`config.mk`:
```
export PLATFORM = sky130hd
export DESIGN_NAME = xlat_walker
export DESIGN_NICKNAME = d
export VERILOG_FILES = /design/src/rtl/xlat_pkg.sv /design/src/rtl/xlat_tlb.sv /design/src/rtl/xlat_ctrl.sv /design/src/rtl/xlat_walker.sv
export SDC_FILE = /design/constraint.sdc
export NUM_CORES = 1
export LEC_CHECK = 0
export BUFFER_PORTS_ARGS = -buffer_cell sky130_fd_sc_hd__buf_2
export CAP_MARGIN = 30
export CORE_MARGIN = 10
export CORE_UTILIZATION = 25
export CTS_BUF_LIST = sky130_fd_sc_hd__clkbuf_16
export DETAILED_ROUTE_END_ITERATION = 16
export GPL_ROUTABILITY_DRIVEN = 0
export HOLD_SLACK_MARGIN = 0.15
export SLEW_MARGIN = 15
export SYNTH_ARGS = -nofsm -noshare
export SYNTH_HDL_FRONTEND = slang
export SYNTH_SLANG_ARGS = --single-unit
```
`constraint.sdc`:
```
create_clock -name clk -period 8.6 [get_ports clk]
set_input_delay 1.29 -clock clk [delete_from_list [all_inputs] [get_ports clk]]
set_output_delay 1.29 -clock clk [all_outputs]
set_load 0.005 [all_outputs]
```
`src/rtl/xlat_pkg.sv`:
```
package xlat_pkg;

    localparam int XL_VPN_W = 8;
    localparam int XL_OFF_W = 10;
    localparam int XL_PFN_W = 8;
    localparam int XL_MA_W  = 16;
    localparam int XL_TLB_N = 8;

    typedef enum logic [2:0] {
        XS_IDLE,
        XS_LOOKUP,
        XS_WALK_REQ,
        XS_WALK_WAIT,
        XS_RESPOND
    } xl_state_e;

    function automatic int unsigned xl_wrap_inc(input int unsigned v, input int unsigned n);
        return (v + 1 >= n) ? 0 : v + 1;
    endfunction

endpackage

```
`src/rtl/xlat_tlb.sv`:
```
module xlat_tlb
    import xlat_pkg::*;
#(
    parameter int VPN_W = XL_VPN_W,
    parameter int PFN_W = XL_PFN_W,
    parameter int N     = XL_TLB_N
) (
    input  logic             clk,
    input  logic             rst,
    input  logic             flush,
    input  logic [VPN_W-1:0] look_vpn,
    output logic             hit,
    output logic [PFN_W-1:0] hit_pfn,
    input  logic             fill_en,
    input  logic [VPN_W-1:0] fill_vpn,
    input  logic [PFN_W-1:0] fill_pfn
);
    localparam int IDX_W = (N > 1) ? $clog2(N) : 1;

    typedef struct packed {
        logic [VPN_W-1:0] vpn;
        logic [PFN_W-1:0] pfn;
    } slot_t;

    slot_t            slot_q [N];
    logic [N-1:0]     vld_q;
    logic [IDX_W-1:0] ptr_q;
    logic [N-1:0]     match;

    generate
        for (genvar g = 0; g < N; g++) begin : g_cmp
            assign match[g] = vld_q[g] && (slot_q[g].vpn == look_vpn);
        end
    endgenerate

    always_comb begin
        hit_pfn = '0;
        for (int i = 0; i < N; i++) begin
            if (match[i]) hit_pfn = hit_pfn | slot_q[i].pfn;
        end
    end

    assign hit = |match;

    always_ff @(posedge clk) begin
        if (rst || flush) begin
            vld_q <= '0;
            ptr_q <= '0;
        end else if (fill_en) begin
            vld_q[ptr_q] <= 1'b1;
            ptr_q        <= IDX_W'(xl_wrap_inc(32'(ptr_q), N));
        end
    end

    always_ff @(posedge clk) begin
        if (fill_en) slot_q[ptr_q] <= '{vpn: fill_vpn, pfn: fill_pfn};
    end


    flush_clears_chk: assert property (@(posedge clk) disable iff (rst)
        flush |=> (vld_q == '0));


    single_match_chk: assert property (@(posedge clk) disable iff (rst)
        $onehot0(match));

endmodule

```
`src/rtl/xlat_ctrl.sv`:
```
module xlat_ctrl
    import xlat_pkg::*;
#(
    parameter int VPN_W = XL_VPN_W,
    parameter int PFN_W = XL_PFN_W
) (
    input  logic             clk,
    input  logic             rst,
    input  logic             req_valid,
    input  logic [VPN_W-1:0] req_vpn,
    output logic             req_ready,
    input  logic [VPN_W-1:0] limit,
    output logic [VPN_W-1:0] vpn_q,
    input  logic             hit,
    input  logic [PFN_W-1:0] hit_pfn,
    output logic             mem_req,
    input  logic             mem_rvalid,
    input  logic [PFN_W-1:0] mem_pfn,
    output logic             fill_en,
    output logic             rsp_valid,
    output logic             rsp_fault,
    output logic [PFN_W-1:0] rsp_pfn
);
    xl_state_e        st_q, st_d;
    logic [PFN_W-1:0] pfn_q;
    logic             fault_q;
    logic             over;

    assign over = (vpn_q > limit);

    always_comb begin
        st_d = st_q;
        unique case (st_q)
            XS_IDLE:      if (req_valid) st_d = XS_LOOKUP;
            XS_LOOKUP:    st_d = (over || hit) ? XS_RESPOND : XS_WALK_REQ;
            XS_WALK_REQ:  st_d = XS_WALK_WAIT;
            XS_WALK_WAIT: if (mem_rvalid) st_d = XS_RESPOND;
            XS_RESPOND:   st_d = XS_IDLE;
            default:      st_d = XS_IDLE;
        endcase
    end

    always_ff @(posedge clk) begin
        if (rst) begin
            st_q    <= XS_IDLE;
            vpn_q   <= '0;
            pfn_q   <= '0;
            fault_q <= 1'b0;
        end else begin
            st_q <= st_d;
            if (st_q == XS_IDLE && req_valid) vpn_q <= req_vpn;
            if (st_q == XS_LOOKUP) begin
                fault_q <= over;
                pfn_q   <= (over || !hit) ? '0 : hit_pfn;
            end
            if (st_q == XS_WALK_WAIT && mem_rvalid) begin
                fault_q <= 1'b0;
                pfn_q   <= mem_pfn;
            end
        end
    end

    assign req_ready = (st_q == XS_IDLE);
    assign mem_req   = (st_q == XS_WALK_REQ);
    assign fill_en   = (st_q == XS_WALK_WAIT) && mem_rvalid;
    assign rsp_valid = (st_q == XS_RESPOND);
    assign rsp_fault = fault_q;
    assign rsp_pfn   = pfn_q;


    accept_busy_chk: assert property (@(posedge clk) disable iff (rst)
        (req_valid && req_ready) |=> !req_ready);


    respond_idle_chk: assert property (@(posedge clk) disable iff (rst)
        rsp_valid |=> req_ready);


    single_read_chk: assert property (@(posedge clk) disable iff (rst)
        mem_req |=> !mem_req);


    data_to_rsp_chk: assert property (@(posedge clk) disable iff (rst)
        fill_en |=> (rsp_valid && !rsp_fault));

endmodule

```
`src/rtl/xlat_walker.sv`:
```
module xlat_walker
    import xlat_pkg::*;
#(
    parameter int VPN_W = XL_VPN_W,
    parameter int OFF_W = XL_OFF_W,
    parameter int PFN_W = XL_PFN_W,
    parameter int MA_W  = XL_MA_W,
    parameter int TLB_N = XL_TLB_N
) (
    input  logic                   clk,
    input  logic                   rst,
    input  logic                   req_valid,
    output logic                   req_ready,
    input  logic [VPN_W+OFF_W-1:0] req_laddr,
    output logic                   rsp_valid,
    output logic                   rsp_fault,
    output logic [PFN_W+OFF_W-1:0] rsp_paddr,
    output logic                   mem_req,
    output logic [MA_W-1:0]        mem_addr,
    input  logic                   mem_rvalid,
    input  logic [PFN_W-1:0]       mem_rdata,
    input  logic                   base_we,
    input  logic [MA_W-1:0]        base_wdata,
    input  logic                   limit_we,
    input  logic [VPN_W-1:0]       limit_wdata,
    input  logic                   tlb_flush
);
    logic [MA_W-1:0]  base_q;
    logic [VPN_W-1:0] limit_q;
    logic [OFF_W-1:0] off_q;
    logic [VPN_W-1:0] vpn_q;
    logic             hit;
    logic [PFN_W-1:0] hit_pfn;
    logic             fill_en;
    logic [PFN_W-1:0] rsp_pfn;

    always_ff @(posedge clk) begin
        if (rst) begin
            base_q  <= '0;
            limit_q <= '0;
            off_q   <= '0;
        end else begin
            if (base_we)  base_q  <= base_wdata;
            if (limit_we) limit_q <= limit_wdata;
            if (req_valid && req_ready) off_q <= req_laddr[OFF_W-1:0];
        end
    end

    xlat_ctrl #(.VPN_W(VPN_W), .PFN_W(PFN_W)) u_ctrl (
        .clk       (clk),
        .rst       (rst),
        .req_valid (req_valid),
        .req_vpn   (req_laddr[VPN_W+OFF_W-1:OFF_W]),
        .req_ready (req_ready),
        .limit     (limit_q),
        .vpn_q     (vpn_q),
        .hit       (hit),
        .hit_pfn   (hit_pfn),
        .mem_req   (mem_req),
        .mem_rvalid(mem_rvalid),
        .mem_pfn   (mem_rdata),
        .fill_en   (fill_en),
        .rsp_valid (rsp_valid),
        .rsp_fault (rsp_fault),
        .rsp_pfn   (rsp_pfn)
    );

    xlat_tlb #(.VPN_W(VPN_W), .PFN_W(PFN_W), .N(TLB_N)) u_tlb (
        .clk      (clk),
        .rst      (rst),
        .flush    (tlb_flush),
        .look_vpn (vpn_q),
        .hit      (hit),
        .hit_pfn  (hit_pfn),
        .fill_en  (fill_en),
        .fill_vpn (vpn_q),
        .fill_pfn (mem_rdata)
    );

    assign mem_addr  = base_q + MA_W'(vpn_q);
    assign rsp_paddr = rsp_fault ? '0 : {rsp_pfn, off_q};


    no_read_on_fault_chk: assert property (@(posedge clk) disable iff (rst)
        (rsp_valid && rsp_fault) |-> $past(!mem_req, 1));

endmodule

```
* Word level (Yosys, flattened, before mapping)
Memory sizes are Yosys's and may differ from the RTL's. Cells that the tools add are included.
Cells by class: bitwise operators 8, eq/ne operators 14, $add $sub $neg 2, reduce and logical (&&, ||, !) cells 20, muxes and demuxes 21, order comparisons 4
Operators by type and width (count):
- two-way mux 8 bit | 11
- equality test 8 bit | 8
- OR 8 bit | 8
- two-way mux 18 bit | 1
- adder 16 x 8 -> 16 bit | 1
- two-way mux 3 bit | 4
- case mux 3 bit (4 select lines) | 1
- logical AND 1 bit | 11
- > comparator 8 bit | 1
- OR reduction 8 bit | 1
- equality test 3 x 2 -> 1 bit, second input constant | 2
- adder 3 x 1 -> 4 bit, second input constant | 1
- >= comparator 4 bit, second input constant | 1
- < comparator 3 x 4 -> 1 bit, second input constant | 1
- != test 2 bit, second input constant | 2
- demux 1 bit (select 3 bit) | 1
- equality test 3 x 1 -> 1 bit, second input constant | 1
- equality test 3 bit, second input constant | 1
- >= comparator 3 x 1 -> 1 bit, second input constant | 1
- logical NOT 3 bit | 1
- logical OR 1 bit | 3
- two-way mux 1 bit | 3
- AND reduction 2 bit | 1
- nonzero test 2 bit | 1
- 2 further kinds | 2
Word-level totals: logic and storage cells 79, output and inout port bits 38, register bits after elaboration 65, input bits 57, memories kept 1, memory bits (writable) 128
Memories:
- u_tlb.slot_q | depth 8, bits a word 16, rd ports 8, clocked after Yosys merged registers in 0, write ports 1, line xlat_tlb.sv:25 | slot_t slot_q [N];

* Longest topological paths before layout
Gate-level depths: netlist of run 1. An unclocked memory read counts as a cell.
depth after elaboration 21, depth in mapped cells 10, gate-level depth less buffers 9

* By module
From an unflattened synthesis of run 1, not the netlist that was laid out.
Second synthesis, totals: cell total of the unflattened synthesis 658, area, all modules 8295.5 sq um
By module, submodules not included:
- xlat_tlb | cells an instance 344, area an instance 5542.8 sq um, seq. area each 4063.9 sq um, instances 1
- xlat_walker | cells an instance 197, area an instance 1744.2 sq um, seq. area each 680.7 sq um, instances 1
- xlat_ctrl | cells an instance 117, area an instance 1008.5 sq um, seq. area each 400.4 sq um, instances 1

* Worst setup path before layout of run 1
No wires, ideal clock.
path kind input to register, start point in mem_rvalid, end point mem u_tlb.slot_q[2][0] (netlist bit) (enable), arrival 3.050 ns, path buffers 1, stages on the path 4, data required time 8.185 ns, setup slack 5.135 ns, library setup time 0.415 ns, cell sequence and3_1 -> clkbuf_1 -> nand2b_1 -> nor3b_1
On the way: word-level cells in the longest chain between the ends 3
RTL lines:
- start: declaration | line xlat_walker.sv:20 | input logic mem_rvalid,
- logical AND 1 bit | line xlat_ctrl.sv:65 | assign fill_en = (st_q == XS_WALK_WAIT) && mem_rvalid;
- two-way mux 1 bit | line xlat_tlb.sv:56 | if (fill_en) slot_q[ptr_q] <= '{vpn: fill_vpn, pfn: fill_pfn};
- two-way mux 1 bit (implied by the code) | line xlat_tlb.sv:56
- end: declaration | line xlat_tlb.sv:25
No other way between the ends.

* Worst setup path after layout of run 1
start point reg u_ctrl.vpn_q[0], end point out mem_addr[10]
On the way: word-level cells in the longest chain between the ends 1
RTL lines:
- start: declaration | line xlat_ctrl.sv:13 | output logic [VPN_W-1:0] vpn_q,
- start signal: assignment | line xlat_ctrl.sv:51 | if (st_q == XS_IDLE && req_valid) vpn_q <= req_vpn;
- adder 16 x 8 -> 16 bit | line xlat_walker.sv:80 | assign mem_addr = base_q + MA_W'(vpn_q);
- end: declaration | line xlat_walker.sv:19 | output logic [MA_W-1:0] mem_addr,
No other way between the ends.

==> results.py, run 1 <==
metrics = {
    "run_status": {
        "status": "complete, no violations",
    },
    "floorplan": {
        "fp.coreArea_um2": 34500,
        "floorplan.initialDensity": 0.252,
        "rows": 68,
        "die_w_um": 206,
        "die_y_um": 206,
        "dieArea_um2": 42600,
        "io_pins": 95,
    },
    "route": {
        "drt_first_pass_iters": 7,
        "routed_wl_um": 21300,
        "drc": 0,
        "ant_nets": 0,
        "wire_per_inst_um": 16.8,
        "via_per_inst": 4.49,
        "drt-initial-drc-count": 287,
        "vias": 5683,
    },
    "synthesis": {
        "synth_nets": 774,
        "synth.distinct_cells": 56,
        "async_flop_share": 0,
        "syn_area_per_cell_um2": 12.4,
        "syn_inst": 699,
        "synth-seq-cells": 193,
        "netlist_area_um2": 8690,
        "synth_edf_count": 128,
        "yosysSeqAreaShare": 0.592,
        "yosysWarningCount": 0,
        "synthFlopType": "edfxtp_1",
    },
    "clock_tree": {
        "cts_root_buf": "clkbuf_16",
        "cts.clk_slew.worst_paths_ps": 60,
        "cts_tree": "built",
        "cts.sinks": 193,
        "cts_max_path_buffers": 2,
        "cts-hold-fix-buffers": 0,
        "cts_resized": 0,
        "numCtsBuffers": 17,
        "post-cts-setup-buffers": 0,
        "ctsHtreeMaxLevel": 4,
        "clkLatencyLatePin_ps": 430,
    },
    "sta": {
        "finalCriticalPeriod_ps": 4670,
        "slew_headroom": 0.305,
        "finClkSkew_ps": 10.8,
        "finalSetupViolations": 0,
        "fmax_mhz": 214,
        "drv_slew": 0,
        "hold_violations": 0,
        "final.setup.tns_ps": 0,
        "tightest_slew_ps": 1030,
        "grt_setup_unrepaired": "no",
        "fin_crit_sh": 0.543,
        "setup_ws_ps": 3930,
        "holdWs_ps": 452,
    },
    "cells_and_area": {
        "stdcell_area_um2": 10300,
        "antenna_cells": 0,
        "drive_gt1_frac": 0.210,
        "fin_nets": 872,
        "instances_no_fill": 1265,
        "multi_input_area_um2": 3320,
        "regArea_um2": 5140,
        "syn_to_final_growth_pct": 18.4,
        "fill_cells": 3522,
    },
    "power": {
        "clkPwrFrac": 0.379,
        "pwr-share-comb": 0.117,
        "p_seq_frac": 0.504,
        "powerDensity_nw_per_um2": 203,
        "p_leak_nw": 3.93,
        "peakVddDrop_uv": 153,
        "p_int_mw": 1.56,
        "swShare": 0.253,
        "power_switching_uw": 528,
    },
    "setup_path": {
        "crit_fanout": 19,
        "startpoint_type": "register",
        "path_class": "reg -> out",
        "required_ps": 7310,
        "end_kind": "output port",
        "cp.arrival_ps": 3380,
    },
    "placed_design": {
        "dpl_worst_slack_ps": 4370,
        "port_buffers": 94,
        "place_hpwl_um": 15300,
        "dp_cells": 1231,
        "place_area_um2": 9680,
    },
    "global_routing": {
        "overflow": 0,
        "grt.total_usage": 0.0996,
        "grt_pass1_vias": 5698,
        "grt_pass1_wl_um": 32900,
        "antenna_found_initial": 3,
        "grt_max_degree": 58,
    },
    "min_path": {
        "min_path_type": "reg -> reg",
    },
    "flow_run": {
        "drv_cap": 0,
    },
}
==> through the flow <==
stage          power (mW)   util
4_1_cts              2.11  0.298
2_1_floorplan        1.23      -
5_1_grt              2.18  0.299
3_3_place_gp         1.32  0.281
6_report             2.09  0.299
3_5_place_dp         1.32  0.281
==> synthesized netlist by cell type, types with 7 or more instances <==
master	number	area share
a22oi_1	12	0.010
nand4_1	33	0.024
xor2_1	60	0.060
mux2i_1	27	0.031
buf_6	8	0.010
edfxtp_1	128	0.44
xnor2_1	19	0.019
nor2b_1	24	0.017
clkbuf_1	15	0.0065
dfxtp_1	65	0.15
nor2_1	38	0.016
nor3_1	19	0.011
ha_1	17	0.024
o32ai_2	8	0.015
a21oi_1	26	0.015
and2_1	7	0.0050
o21a_1	9	0.0078
nand2_1	50	0.022
inv_1	24	0.010
o21ai_0	11	0.0063
nand3_1	12	0.0069
o2111ai_1	8	0.0081
and3_1	7	0.0050
==> layout make-up <==
| type | instances | area share |
|---|---|---|
| clock inverters | 12 | 0.00960 |
| repair buffers | 108 | 0.0554 |
| clock buffers | 20 | 0.0486 |
| inverters | 24 | 0.00875 |
| multi-input cells | 453 | 0.323 |
| flip-flops and latches | 193 | 0.500 |
| well taps | 455 | 0.0553 |
==> kinds of logic after synthesis <==
family | count (synthesis) | share of synthesized area
flip-flops | 193 | 0.592
buffers and inverters | 53 | 0.0304
XOR/XNOR | 79 | 0.0796
adder cells (fa/ha/maj) | 18 | 0.0268
AND/OR/NAND/NOR | 235 | 0.158
AO/OA/AOI/OAI | 94 | 0.0825
multiplexers | 27 | 0.0311
==> path summary, 6_finish.rpt <==
check / slack, ps / to / startpoint / cells past startpoint
max: 3930 / mem_addr[10] / u_ctrl.vpn_q[0] / 10
min: 450 / off_q[2] / off_q[2] / 2
max reg2reg: 5700 / u_ctrl.rsp_pfn[7] / u_ctrl.vpn_q[7] / 6
min reg2reg: 450 / off_q[2] / off_q[2] / 2
==> registers in the layout, indices dropped and copies added (netlist names) <==
signal	flops
u_tlb.ptr_q	3
u_ctrl.rsp_fault	1
u_ctrl.rsp_pfn	8
u_tlb.slot_q	128
base_q	16
u_ctrl.vpn_q	8
u_ctrl.st_q	3
u_tlb.vld_q	8
off_q	10
limit_q	8
==> worst max-delay path: stages (launching register included) <==
cell	delay [ps]
dfxtp_1	820
ha_1	310
inv_1	60
fa_1	400
nor2b_1	120
o21ai_0	100
a21boi_0	260
o21ai_0	260
a211oi_1	330
xor2_1	170
buf_2	130
==> placed cells by master, fill, tap and decap left out, drive strengths merged, types with 5 or more instances in the layout <==
master   synthesis  final
nor3b            6      6
buf             14    106
and4             6      6
inv             24     30
nor2b           24     24
o21ai           12     12
nand3           12     12
o2111ai          8      8
nor4b            5      5
and2             9      9
o32ai            8      8
nand2           50     50
nand4           33     33
a21oi           26     26
a22oi           12     12
xnor2           19     19
clkbuf          15     22
clkinv           0      5
nor3            19     19
nor2            38     38
and3             9      9
ha              17     17
edfxtp         128    128
or4              5      5
o21a             9      9
xor2            60     60
mux2i           27     27
dfxtp           65     65
nor4             7      7
==> power by group through the flow <==
stage | combinational [mW] | clock, mW | sequential (mW)
final | 0.245 | 0.792 | 1.05
after CTS | 0.249 | 0.811 | 1.05
after detailed placement | 0.248 | 0 | 1.07
after floorplan | 0.176 | 0 | 1.05
after global routing | 0.274 | 0.853 | 1.06
after global placement | 0.244 | 0 | 1.07
==> metal layers <==
| metal | global-route usage | vias to the layer above | wire length [µm] |
|---|---|---|---|
| met3 | 0.0273 | 22 | 858 |
| li1 | - | 2768 | - |
| met4 | 0.0242 | 4 | 233 |
| met2 | 0.165 | 121 | 10300 |
| met1 | 0.126 | 2768 | 9880 |
| met5 | 0 | - | 23 |
Note: power is estimated with default switching activity, not from simulation.
==> inputs of run 2 (changes only) <==
- clock period: 8.6 -> 4.1 ns (I/O delays scaled with it)
==> results.py, run 2 (same netlist as run 1, synthesis figures left out) <==
metrics = {
    "cells_and_area": {
        "largest_reg_flops": 128,
        "multi_input_area_um2": 3320,
        "utilization": 0.300,
        "fill_cells": 3504,
        "drive_gt1_frac": 0.218,
        "syn_to_final_growth_pct": 18.8,
        "instances_no_fill": 1273,
        "regArea_um2": 5140,
        "largest_register": "u_tlb.slot_q",
        "reg.largest.list": "u_tlb.slot_q: 128 flops, base_q: 16 flops, off_q: 10 flops",
        "stdcell_area_um2": 10300,
        "fin_nets": 879,
        "layout_commonest_cell": "edfxtp_1",
        "mostFrequentLayoutCells": "edfxtp_1 (128), buf_2 (95), dfxtp_1 (65), xor2_1 (60), nand2_1 (50)",
    },
    "sta": {
        "holdWs_ps": 399,
        "final.setup.tns_ps": 0,
        "finalSetupViolations": 0,
        "drv_slew": 0,
        "tightest_slew_ps": 911,
        "grt_setup_unrepaired": "no",
        "finalCriticalPeriod_ps": 3400,
        "fin_crit_sh": 0.829,
        "slew_headroom": 0.392,
        "setup_ws_ps": 703,
        "hold_violations": 0,
        "fmax_mhz": 294,
        "finClkSkew_ps": 14.1,
    },
    "setup_path": {
        "crit_fanout": 16,
        "r2r_setup_slack_ps": 1230,
        "cp.arrival_ps": 2780,
        "startpoint_type": "register",
        "required_ps": 3480,
        "r2r-end": "u_ctrl.rsp_pfn[7]",
        "r2r_start": "u_ctrl.vpn_q[7]",
        "end_kind": "output port",
        "path_class": "reg -> out",
        "endpoint": "mem_addr[6]",
        "reg2reg_depth": 6,
        "cp-startpoint": "u_ctrl.vpn_q[4]",
    },
    "power": {
        "total_power_mw": 4.34,
        "p_leak_nw": 3.95,
        "powerDensity_nw_per_um2": 420,
        "peakVddDrop_uv": 254,
    },
    "route": {
        "drt-initial-drc-count": 307,
        "vias": 5763,
        "drt_first_pass_iters": 4,
        "drc": 0,
        "routed_wl_um": 21600,
        "via_per_inst": 4.53,
        "ant_nets": 0,
        "wire_per_inst_um": 17.0,
    },
    "global_routing": {
        "grt_max_degree": 46,
        "antenna_found_initial": 4,
        "grt_pass1_wl_um": 33200,
        "grt_pass1_vias": 5752,
        "grt.total_usage": 0.101,
        "overflow": 0,
    },
    "clock_tree": {
        "cts-hold-fix-buffers": 0,
        "cts_tree": "built",
        "cts.clk_slew.worst_paths_ps": 80,
        "numCtsBuffers": 17,
        "clkLatencyLatePin_ps": 440,
        "cts_max_path_buffers": 2,
        "ctsHtreeMaxLevel": 4,
        "post-cts-setup-buffers": 0,
        "cts_resized": 0,
        "cts_root_buf": "clkbuf_16",
        "cts.sinks": 193,
    },
    "placed_design": {
        "dpl_worst_slack_ps": 1160,
        "port_buffers": 94,
        "place_hpwl_um": 15400,
        "dp_cells": 1238,
        "place_area_um2": 9730,
    },
    "min_path": {
        "min_path_type": "in -> reg",
    },
    "floorplan": {
        "die_y_um": 206,
        "fp.coreArea_um2": 34500,
        "rows": 68,
        "dieArea_um2": 42600,
        "die_w_um": 206,
        "floorplan.initialDensity": 0.252,
        "io_pins": 95,
    },
    "flow_run": {
        "drv_cap": 0,
    },
    "run_status": {
        "status": "complete, no violations",
    },
}
==> run 2: worst min-delay path by stage <==
stage | start | endpoint | slack, ps | cells past startpoint
global route | tlb_flush | u_tlb.ptr_q[0] | 390 | 2
detailed placement | off_q[2] | off_q[2] | 440 | 2
finish | tlb_flush | u_tlb.ptr_q[0] | 400 | 2
CTS | tlb_flush | u_tlb.ptr_q[0] | 380 | 2
floorplan | off_q[0] | off_q[0] | 430 | 2
global placement | off_q[2] | off_q[2] | 440 | 2
==> run 2: worst max-delay path: stages (launching register included) <==
cell and delay (ps):
dfxtp_1 780, ha_1 390, a21boi_0 160, o21ai_0 490, nor2b_1 230, xnor2_1 150, buf_2 140
==> run 2: power breakdown <==
group	internal (mW)	leakage (nW)	switching, mW	total, mW
clock network	0.882	0.296	0.727	1.61
registers	2.13	1.69	0.0608	2.19
logic	0.205	1.96	0.337	0.542
total	3.22	3.95	1.12	4.34
==> run 2: layer usage <==
layer	part of all wire	global-route usage
met2	0.46	0.156
met5	0.0016	0
met4	0.015	0.0328
met3	0.061	0.0284
met1	0.46	0.133
==> run 2: final cells by class <==
type | instances | area share
tap | 455 | 0.0551
sequential | 193 | 0.498
inverter | 24 | 0.00872
timing repair buffer | 115 | 0.0606
antenna | 1 | 0.000242
clock inverter | 12 | 0.00751
clock buffer | 20 | 0.0485
multi-input combinational | 453 | 0.321
